==> src/rtl/serreg_pkg.sv <==
package serreg_pkg;
  typedef enum logic [1:0] {
    PH_CMD  = 2'd0,
    PH_DATA = 2'd1,
    PH_DONE = 2'd2
  } phase_e;
endpackage

==> src/rtl/serreg_sync.sv <==
module serreg_sync #(
  parameter int unsigned W      = 1,
  parameter int unsigned STAGES = 2,
  parameter logic [W-1:0] RST_VAL = '0
) (
  input  logic         clk_i,
  input  logic         rst_ni,
  input  logic [W-1:0] d_i,
  output logic [W-1:0] q_o
);
  logic [W-1:0] stg_q [STAGES];

  for (genvar s = 0; s < STAGES; s++) begin : g_stg
    always_ff @(posedge clk_i or negedge rst_ni) begin
      if (!rst_ni) stg_q[s] <= RST_VAL;
      else if (s == 0) stg_q[s] <= d_i;
      else stg_q[s] <= stg_q[(s == 0) ? 0 : s-1];
    end
  end

  assign q_o = stg_q[STAGES-1];
endmodule

==> src/rtl/serreg_frame.sv <==
module serreg_frame
  import serreg_pkg::*;
#(
  parameter int unsigned DATA_W = 8,
  parameter int unsigned AW     = 5
) (
  input  logic              clk_i,
  input  logic              rst_ni,
  input  logic              cs_n_s_i,
  input  logic              sclk_s_i,
  input  logic              sdi_s_i,
  input  logic [DATA_W-1:0] rd_data_i,
  output logic              wr_en_o,
  output logic [AW-1:0]     addr_o,
  output logic [DATA_W-1:0] wr_data_o,
  output logic              sdo_o,
  output logic              sdo_oe_o
);
  localparam int unsigned CNT_W = $clog2(DATA_W);
  localparam logic [CNT_W-1:0] LAST = CNT_W'(DATA_W - 1);

  phase_e            phase_q;
  logic [CNT_W-1:0]  cnt_q;
  logic [DATA_W-1:0] cmd_q, sr_q, wdata_q;
  logic [DATA_W-1:0] cmd_next, sr_in_next;
  logic [AW-1:0]     addr_q;
  logic              rw_q, sclk_d_q, sdo_q, oe_q, wr_en_q;
  logic              sclk_rise, sclk_fall, active;

  assign active     = !cs_n_s_i;
  assign sclk_rise  = active && sclk_s_i && !sclk_d_q;
  assign sclk_fall  = active && !sclk_s_i && sclk_d_q;
  assign cmd_next   = {sdi_s_i, cmd_q[DATA_W-1:1]};
  assign sr_in_next = {sdi_s_i, sr_q[DATA_W-1:1]};

  always_ff @(posedge clk_i or negedge rst_ni) begin
    if (!rst_ni) sclk_d_q <= 1'b0;
    else         sclk_d_q <= sclk_s_i;
  end

  always_ff @(posedge clk_i or negedge rst_ni) begin
    if (!rst_ni) begin
      phase_q <= PH_CMD;
      cnt_q   <= '0;
      cmd_q   <= '0;
      sr_q    <= '0;
      wdata_q <= '0;
      addr_q  <= '0;
      rw_q    <= 1'b0;
      sdo_q   <= 1'b0;
      oe_q    <= 1'b0;
      wr_en_q <= 1'b0;
    end else begin
      wr_en_q <= 1'b0;
      if (!active) begin
        phase_q <= PH_CMD;
        cnt_q   <= '0;
        oe_q    <= 1'b0;
      end else begin
        unique case (phase_q)
          PH_CMD: if (sclk_rise) begin
            cmd_q <= cmd_next;
            cnt_q <= cnt_q + 1'b1;
            if (cnt_q == LAST) begin
              // flag is first in, so it sits at bit 0 once the byte is complete
              phase_q <= PH_DATA;
              cnt_q   <= '0;
              rw_q    <= cmd_next[0];
              addr_q  <= cmd_next[AW:1];
            end
          end
          PH_DATA: begin
            if (rw_q && sclk_fall) begin
              if (cnt_q == '0) begin
                sdo_q <= rd_data_i[0];
                sr_q  <= rd_data_i >> 1;
              end else begin
                sdo_q <= sr_q[0];
                sr_q  <= sr_q >> 1;
              end
              oe_q  <= 1'b1;
              cnt_q <= cnt_q + 1'b1;
              if (cnt_q == LAST) phase_q <= PH_DONE;
            end else if (!rw_q && sclk_rise) begin
              sr_q  <= sr_in_next;
              cnt_q <= cnt_q + 1'b1;
              if (cnt_q == LAST) begin
                wdata_q <= sr_in_next;
                wr_en_q <= 1'b1;
                phase_q <= PH_DONE;
              end
            end
          end
          default: ;
        endcase
      end
    end
  end

  assign wr_en_o   = wr_en_q;
  assign addr_o    = addr_q;
  assign wr_data_o = wdata_q;
  assign sdo_o     = sdo_q;
  assign sdo_oe_o  = oe_q;

  a_r6_oe_off_without_cs: assert property (@(posedge clk_i) disable iff (!rst_ni)
    cs_n_s_i |=> !sdo_oe_o);
  a_r6_oe_rises_on_fall: assert property (@(posedge clk_i) disable iff (!rst_ni)
    $rose(oe_q) |-> $past(sclk_fall));
  a_r4_sdo_moves_on_fall: assert property (@(posedge clk_i) disable iff (!rst_ni)
    !sclk_fall |=> $stable(sdo_q));
  a_r8_single_write: assert property (@(posedge clk_i) disable iff (!rst_ni)
    wr_en_q |=> !wr_en_q);
  a_r5_no_write_on_read: assert property (@(posedge clk_i) disable iff (!rst_ni)
    wr_en_q |-> !rw_q);
endmodule

==> src/rtl/serreg_bank.sv <==
module serreg_bank #(
  parameter int unsigned NUM_REGS = 32,
  parameter int unsigned DATA_W   = 8,
  parameter int unsigned AW       = $clog2(NUM_REGS)
) (
  input  logic                       clk_i,
  input  logic                       rst_ni,
  input  logic                       we_i,
  input  logic [AW-1:0]              addr_i,
  input  logic [DATA_W-1:0]          wdata_i,
  output logic [DATA_W-1:0]          rdata_o,
  output logic [NUM_REGS*DATA_W-1:0] regs_o
);
  logic [DATA_W-1:0] reg_q [NUM_REGS];

  for (genvar i = 0; i < NUM_REGS; i++) begin : g_reg
    always_ff @(posedge clk_i or negedge rst_ni) begin
      if (!rst_ni)                               reg_q[i] <= '0;
      else if (we_i && addr_i == AW'(i))         reg_q[i] <= wdata_i;
    end
    assign regs_o[i*DATA_W +: DATA_W] = reg_q[i];

    a_r7_hold_unless_written: assert property (@(posedge clk_i) disable iff (!rst_ni)
      !(we_i && addr_i == AW'(i)) |=> $stable(reg_q[i]));
  end

  assign rdata_o = reg_q[addr_i];
endmodule

==> src/rtl/serreg_port.sv <==
module serreg_port #(
  parameter int unsigned NUM_REGS    = 32,
  parameter int unsigned DATA_W      = 8,
  parameter int unsigned SYNC_STAGES = 2
) (
  input  logic                       clk_i,
  input  logic                       rst_ni,
  input  logic                       cs_ni,
  input  logic                       sclk_i,
  input  logic                       sdi_i,
  output logic                       sdo_o,
  output logic                       sdo_oe_o,
  output logic [NUM_REGS*DATA_W-1:0] regs_o
);
  localparam int unsigned AW = $clog2(NUM_REGS);

  logic              cs_n_s, sclk_s, sdi_s, wr_en;
  logic [AW-1:0]     addr;
  logic [DATA_W-1:0] wr_data, rd_data;

  serreg_sync #(.W(3), .STAGES(SYNC_STAGES), .RST_VAL(3'b100)) u_sync (
    .clk_i  (clk_i),
    .rst_ni (rst_ni),
    .d_i    ({cs_ni, sclk_i, sdi_i}),
    .q_o    ({cs_n_s, sclk_s, sdi_s})
  );

  serreg_frame #(.DATA_W(DATA_W), .AW(AW)) u_frame (
    .clk_i     (clk_i),
    .rst_ni    (rst_ni),
    .cs_n_s_i  (cs_n_s),
    .sclk_s_i  (sclk_s),
    .sdi_s_i   (sdi_s),
    .rd_data_i (rd_data),
    .wr_en_o   (wr_en),
    .addr_o    (addr),
    .wr_data_o (wr_data),
    .sdo_o     (sdo_o),
    .sdo_oe_o  (sdo_oe_o)
  );

  serreg_bank #(.NUM_REGS(NUM_REGS), .DATA_W(DATA_W), .AW(AW)) u_bank (
    .clk_i   (clk_i),
    .rst_ni  (rst_ni),
    .we_i    (wr_en),
    .addr_i  (addr),
    .wdata_i (wr_data),
    .rdata_o (rd_data),
    .regs_o  (regs_o)
  );
endmodule

==> config.mk <==
export PLATFORM = sky130hd
export DESIGN_NAME = serreg_port
export DESIGN_NICKNAME = d
export VERILOG_FILES = /design/src/rtl/serreg_pkg.sv /design/src/rtl/serreg_sync.sv /design/src/rtl/serreg_frame.sv /design/src/rtl/serreg_bank.sv /design/src/rtl/serreg_port.sv
export SDC_FILE = /design/constraint.sdc
export NUM_CORES = 1
export LEC_CHECK = 0
export BUFFER_PORTS_ARGS = -buffer_cell sky130_fd_sc_hd__buf_2
export CAP_MARGIN = 20
export CORE_ASPECT_RATIO = 1.75
export CORE_UTILIZATION = 50
export CTS_CLUSTER_DIAMETER = 150
export DETAILED_ROUTE_END_ITERATION = 10
export HOLD_SLACK_MARGIN = 0.05
export PLACE_DENSITY = 0.76
export SYNTH_ARGS = -nofsm -noshare
export SYNTH_HDL_FRONTEND = slang
export SYNTH_SLANG_ARGS = --single-unit
==> constraint.sdc <==
create_clock -name clk_i -period 2.6 [get_ports clk_i]
set_input_delay 0.52 -clock clk_i [delete_from_list [all_inputs] [get_ports clk_i]]
set_output_delay 0.52 -clock clk_i [all_outputs]
set_load 0.01 [all_outputs]
# Yosys cells after proc, flatten, opt, wreduce, memory -nomap -nowiden

Cells that the tools add are included.

Latch bits: 0
Bits in writable memories: 0
Memories kept: 0
Register bits after elaboration: 301
Bits in read-only memories: 0

Multiplexer cells: 28
Shift-type cells: 0
Multiply operators: 0
Equal/unequal tests: 36
Bitwise gates (word level): 3
Magnitude comparators: 1
Add/subtract/negate cells: 1
Div/mod/pow operators: 0
Reduce and logical (&&, ||, !) cells: 57

Operators with widths:

| operator             | number |
|---|---|
| $eq A5 B5 Y1 const B | 16 |
| $bmux W8 S5          | 1 |
| $eq A5 B4 Y1 const B | 8 |
| $logic_and A1 B1 Y1  | 38 |
| $mux W8              | 4 |
| $eq A5 B3 Y1 const B | 4 |
| $mux W3              | 5 |
| $mux W2              | 6 |
| $reduce_and A3 Y1    | 4 |
| $eq A5 B2 Y1 const B | 2 |
| $mux W1              | 9 |
| $reduce_and A4 Y1    | 2 |
| $mux W7              | 1 |
| $ge A6 B6 Y1 const B | 1 |
| $ne A3 B2 Y1 const B | 2 |
| $not A5 Y6           | 1 |
| $pmux W3 S2          | 1 |
| $reduce_bool A2 Y1   | 3 |
| $eq A5 B1 Y1 const B | 1 |
| $logic_not A5 Y1     | 1 |
| $reduce_and A5 Y1    | 1 |
| $logic_not A1 Y1     | 4 |
| $ne A4 B2 Y1 const B | 1 |
| $pmux W2 S2          | 1 |
| other kinds (8)      | 9 |

# Depth between registers and ports, before layout

Depth after elaboration: 8
Mapped depth: 8
Depth with buffers taken out: 7

# Modules after synthesis

A second synthesis with hierarchy kept.

Cell total of the unflattened synthesis: 968
Area, all modules: 13,860.8 sq um

By module, submodules not included:

| module       | cells each | times used | area an instance (sq um) | seq. area each (sq um) |
|---|---|---|---|---|
| serreg_bank  | 833        | 1          | 12,019.0                 | 6,406.1 |
| serreg_frame | 126        | 1          | 1,666.6                  | 950.9 |
| serreg_sync  | 9          | 1          | 175.2                    | 152.6 |

# Least setup slack after synthesis

No wires, ideal clock.

Path type: reg2reg
Start point: reg u_frame.addr_q[0] (netlist: u_frame.addr_o[0])
End point: reg u_bank.reg_q (netlist bit u_bank.regs_o[144])
Required time: 2.475 ns
Path slack: 0.758 ns
Period minus slack after synthesis: 1.842 ns
Data arrival time: 1.717 ns
Cell stages (with the launch flop): 6
Cells stage by stage: dfrtp_1 -> buf_6 -> buf_6 -> nand4b_1 -> nor3_2 -> mux2_2

Cells in the longest elaborated chain, start to end: 2

RTL lines:

| item                           | line               | RTL |
|---|---|---|
| start: declaration             | serreg_frame.sv:26 | `logic [AW-1:0] addr_q;` |
| start signal: assignment       | serreg_frame.sv:69 | `addr_q <= cmd_next[AW:1];` |
| $eq A5 B5 Y1                   | serreg_bank.sv:19  | `else if (we_i && addr_i == AW'(i)) reg_q[i] <= wdata_i;` |
| $logic_and A1 B1 Y1            | serreg_bank.sv:19  |  |
| end signal: indexed assignment | serreg_bank.sv:19  |  |
| end: declaration               | serreg_bank.sv:14  | `logic [DATA_W-1:0] reg_q [NUM_REGS];` |

No other way between the ends.
A chain may end at the register's enable or synchronous reset.

# Worst setup path after layout

Start point: reg u_frame.addr_q[1] (netlist: u_frame.addr_o[1])
End point: reg u_frame.sr_q[3]

Cells in the longest elaborated chain, start to end: 6

RTL lines:

| item                                        | line               | RTL |
|---|---|---|
| $not A5 Y6 (not written as such)            | serreg_bank.sv:27  | `assign rdata_o = reg_q[addr_i];` |
| $bmux W8 S5                                 | serreg_bank.sv:27  |  |
| $mux W8 (not written as such) (2 in series) | serreg_bank.sv:27  |  |
| $mux W7                                     | serreg_frame.sv:74 | `if (cnt_q == '0) begin` |
| $mux W8                                     | serreg_frame.sv:73 | `if (rw_q && sclk_fall) begin` |
| end signal: assignment                      | serreg_frame.sv:76 | `sr_q <= rd_data_i >> 1;` |
| end signal: assignment                      | serreg_frame.sv:79 | `sr_q <= sr_q >> 1;` |
| end signal: assignment                      | serreg_frame.sv:85 | `sr_q <= sr_in_next;` |
| end: declaration                            | serreg_frame.sv:24 | `logic [DATA_W-1:0] cmd_q, sr_q, wdata_q;` |

No other way between the ends. The select of a mux whose other input is x is not followed.

==> flow_summary.json <==
{
  "status": "complete, but fails checks",
  "failed_checks": "setup timing",
  "yosys_warnings": 0,
  "io_pins": 263,
  "layout_commonest_cell": "dfrtp_1",
  "grt_pass1_vias": 9594,
  "p_leak_uw": 0.008570,
  "cts_tree": "done",
  "tns_ns": -0.05281,
  "insertedDiodeCount": 0,
  "fin_hold_ws_ns": 0.06992,
  "htreeDepth": 1,
  "cp-end-kind": "register",
  "synthArstFlopShare_pct": 100.0,
  "synthDistinctLibCells": 47,
  "dieArea_um2": 27930,
  "min_path_cells": 1,
  "ff2ff_path_depth": 5,
  "rsz0062_at_grt": "no",
  "r2r_setup_slack_ns": -0.05,
  "r2r-start": "u_frame.addr_o[1]",
  "hold_class": "in2reg",
  "grt_start_max_net_pins": 60,
  "synth_xor_area_share_pct": 0,
  "fp.dieW_um": 126.8,
  "synthSimpleGateAreaFrac_pct": 4.106,
  "timing.fmax_mhz": 377.0,
  "worstMarginPinSlew_ns": 1.173,
  "gr-total-overflow": 0,
  "crit_fanout": 25,
  "ys_ff_latch": 300,
  "peakVddDrop_mv": 0.4184,
  "timing.slew.headroom_pct": 21.79,
  "period_minus_slack_ns": 2.653,
  "dr.pass1.iters": 5,
  "postSynthCellCount": 913,
  "fin_nets": 1197,
  "pre_cts_ws_ns": 0.06221,
  "rows": 79,
  "arrival_ns": 3.09,
  "core_area_um2": 26690,
  "fin_util_pct": 61.77,
  "drive_above_1_share_pct": 59.57,
  "cap_violations": 0,
  "numCtsBuffers": 26,
  "hold_end": "u_sync.stg_q[3]",
  "synth-edff-count": 0,
  "via_per_inst": 6.093,
  "grt_first_pass_wirelength_mm": 59.70,
  "postRouteAntennaNets": 0,
  "cts-root-buf": "clkbuf_16",
  "initial_utilization_pct": 51.04,
  "post-route-period-util_pct": 102.0,
  "min_from": "sdi_i",
  "skew_ns": 0.01663,
  "dp_hpwl_mm": 29.00,
  "netlist_area_um2": 13620,
  "r2r_end": "u_frame.sr_q[3]",
  "postSynthAreaPerCell_um2": 14.92,
  "antenna_found_initial": 0,
  "area_growth_pct": 21.02,
  "synth_compound_gate_area_share_pct": 3.362,
  "synth-main-ff-cell": "dfrtp_1",
  "synth_mux_area_share_pct": 34.62,
  "ys_seq_area_share_pct": 55.13,
  "crit_required_ns": 3.04,
  "wire_per_inst_um": 26.21,
  "fin_area_um2": 16480,
  "synthAdderAreaFrac_pct": 0.3674,
  "drcViolationCount": 0,
  "gp_routability_congestion": 0.8831,
  "detailedRoute.firstIterationViolations": 589,
  "drv_slew": 0,
  "synth_nets": 922,
  "dpl-instance-area_um2": 15480,
  "dr_total_vias": 9329,
  "hold_viol_final": 0,
  "numPortBuffers": 262,
  "clockBufferDepth": 3,
  "layout_setup_ws_ns": -0.05281,
  "fillCellCount": 2078,
  "crit_path_start_kind": "register",
  "clkSinkCount": 300,
  "setup_viol": 1,
  "clk_pin_slew_worst_paths_ns": 0.07,
  "grt_usage_pct": 29.08,
  "synth_top_family_by_area": "multiplexers",
  "crit_type": "reg2reg",
  "clock_latency_ns": 0.55,
  "die_h_um": 220.4,
  "cellPowerDensity_nw_per_um2": 573.7,
  "mostFrequentLayoutCells": "dfrtp_1 (295), mux2_2 (286), buf_2 (261)",
  "wl_mm": 40.12
}
[critical path: stages (launching register included)]
cell and delay [ns]:
dfrtp_4 0.67, buf_4 0.32, mux4_2 0.52, mux2i_1 0.51, o21ai_0 0.21, a31o_2 0.28
[cell type report]
| cell class | instances | area (um^2) | area share, % |
|---|---|---|---|
| well taps | 324 | 405.4 | 2.459 |
| multi-input cells | 548 | 5787 | 35.10 |
| flip-flops and latches | 300 | 7516 | 45.59 |
| clock buffers | 36 | 779.5 | 4.729 |
| inverters | 6 | 22.52 | 0.1366 |
| clock inverters | 11 | 207.7 | 1.260 |
| repair buffers | 306 | 1767 | 10.72 |
[through the flow]
stage	power, uW	instances
CTS	9518	1531
floorplan	4942	913
finish	9456	1531
detailed placement	5105	1483
global placement	5093	1483
global route	9725	1531
[metal layers]
layer  share of wire, %  track usage, %
met1                 36           33.98
met2                 54           51.55
met3                4.2           3.482
met4                6.2           17.34
met5                  0               0
[synthesized netlist by cell type (all sizes together) (8+ instances only)]
library cell,count,area (um^2)
clkbuf,33,123.9
mux2,294,3311
buf,26,182.7
nand3,8,40.04
dfrtp,298,7457
mux2i,32,320.3
mux4,48,1085
o211ai,9,67.56
nand2,45,168.9
nor2,19,103.9
a21oi,10,50.05
o21ai,21,105.1
nor3,8,65.06
[kinds of logic after synthesis]
group                      Yosys count
DFF                                300
adders and majority gates            4
buffers and inverters               65
and+or+nand+nor                    104
muxes                              374
AOI/OAI and AO/OA                   66
[power breakdown]
| group | internal (uW) | leakage (uW) | switching [uW] |
|---|---|---|---|
| sequential | 4720 | 0.00416 | 45.7 |
| combinational | 88.7 | 0.00393 | 158 |
| clock | 2690 | 0.000486 | 1750 |
[sequential cells by signal (all words and copies together), names as in the netlist]
register and cells:
u_frame.wr_data_o 8, u_frame.cnt_q 3, u_sync.stg_q 3, u_frame.sdo_o 1, u_frame.rw_q 1, u_frame.addr_o 5
u_frame.sclk_d_q 1, u_frame.wr_en_o 1, u_frame.sr_q 8, u_frame.sdo_oe_o 1, u_frame.phase_q 2, u_bank.regs_o 256
u_frame.cmd_q 7, u_sync.q_o 3
[how the worst max path moves through the flow]
stage,from,endpoint,cells after the start
3_3_place_gp,u_frame.addr_o[1],u_frame.sr_q[4],5
5_1_grt,u_frame.addr_o[1],u_frame.sr_q[4],5
6_report,u_frame.addr_o[1],u_frame.sr_q[3],5
2_1_floorplan,u_frame.addr_o[0],u_bank.regs_o[144],5
3_5_place_dp,u_frame.addr_o[1],u_frame.sr_q[3],5
4_1_cts,u_frame.addr_o[1],u_frame.sr_q[3],5
[timing repair]
item                                   4_1_cts  5_1_grt
endpoints found under the hold margin       51        0
setup endpoints to repair                    0        1
gates resized for setup                      0        1
hold buffers                                 1        0
buffers inserted                             0        0
No activity file was read; power rests on OpenSTA's default activity.
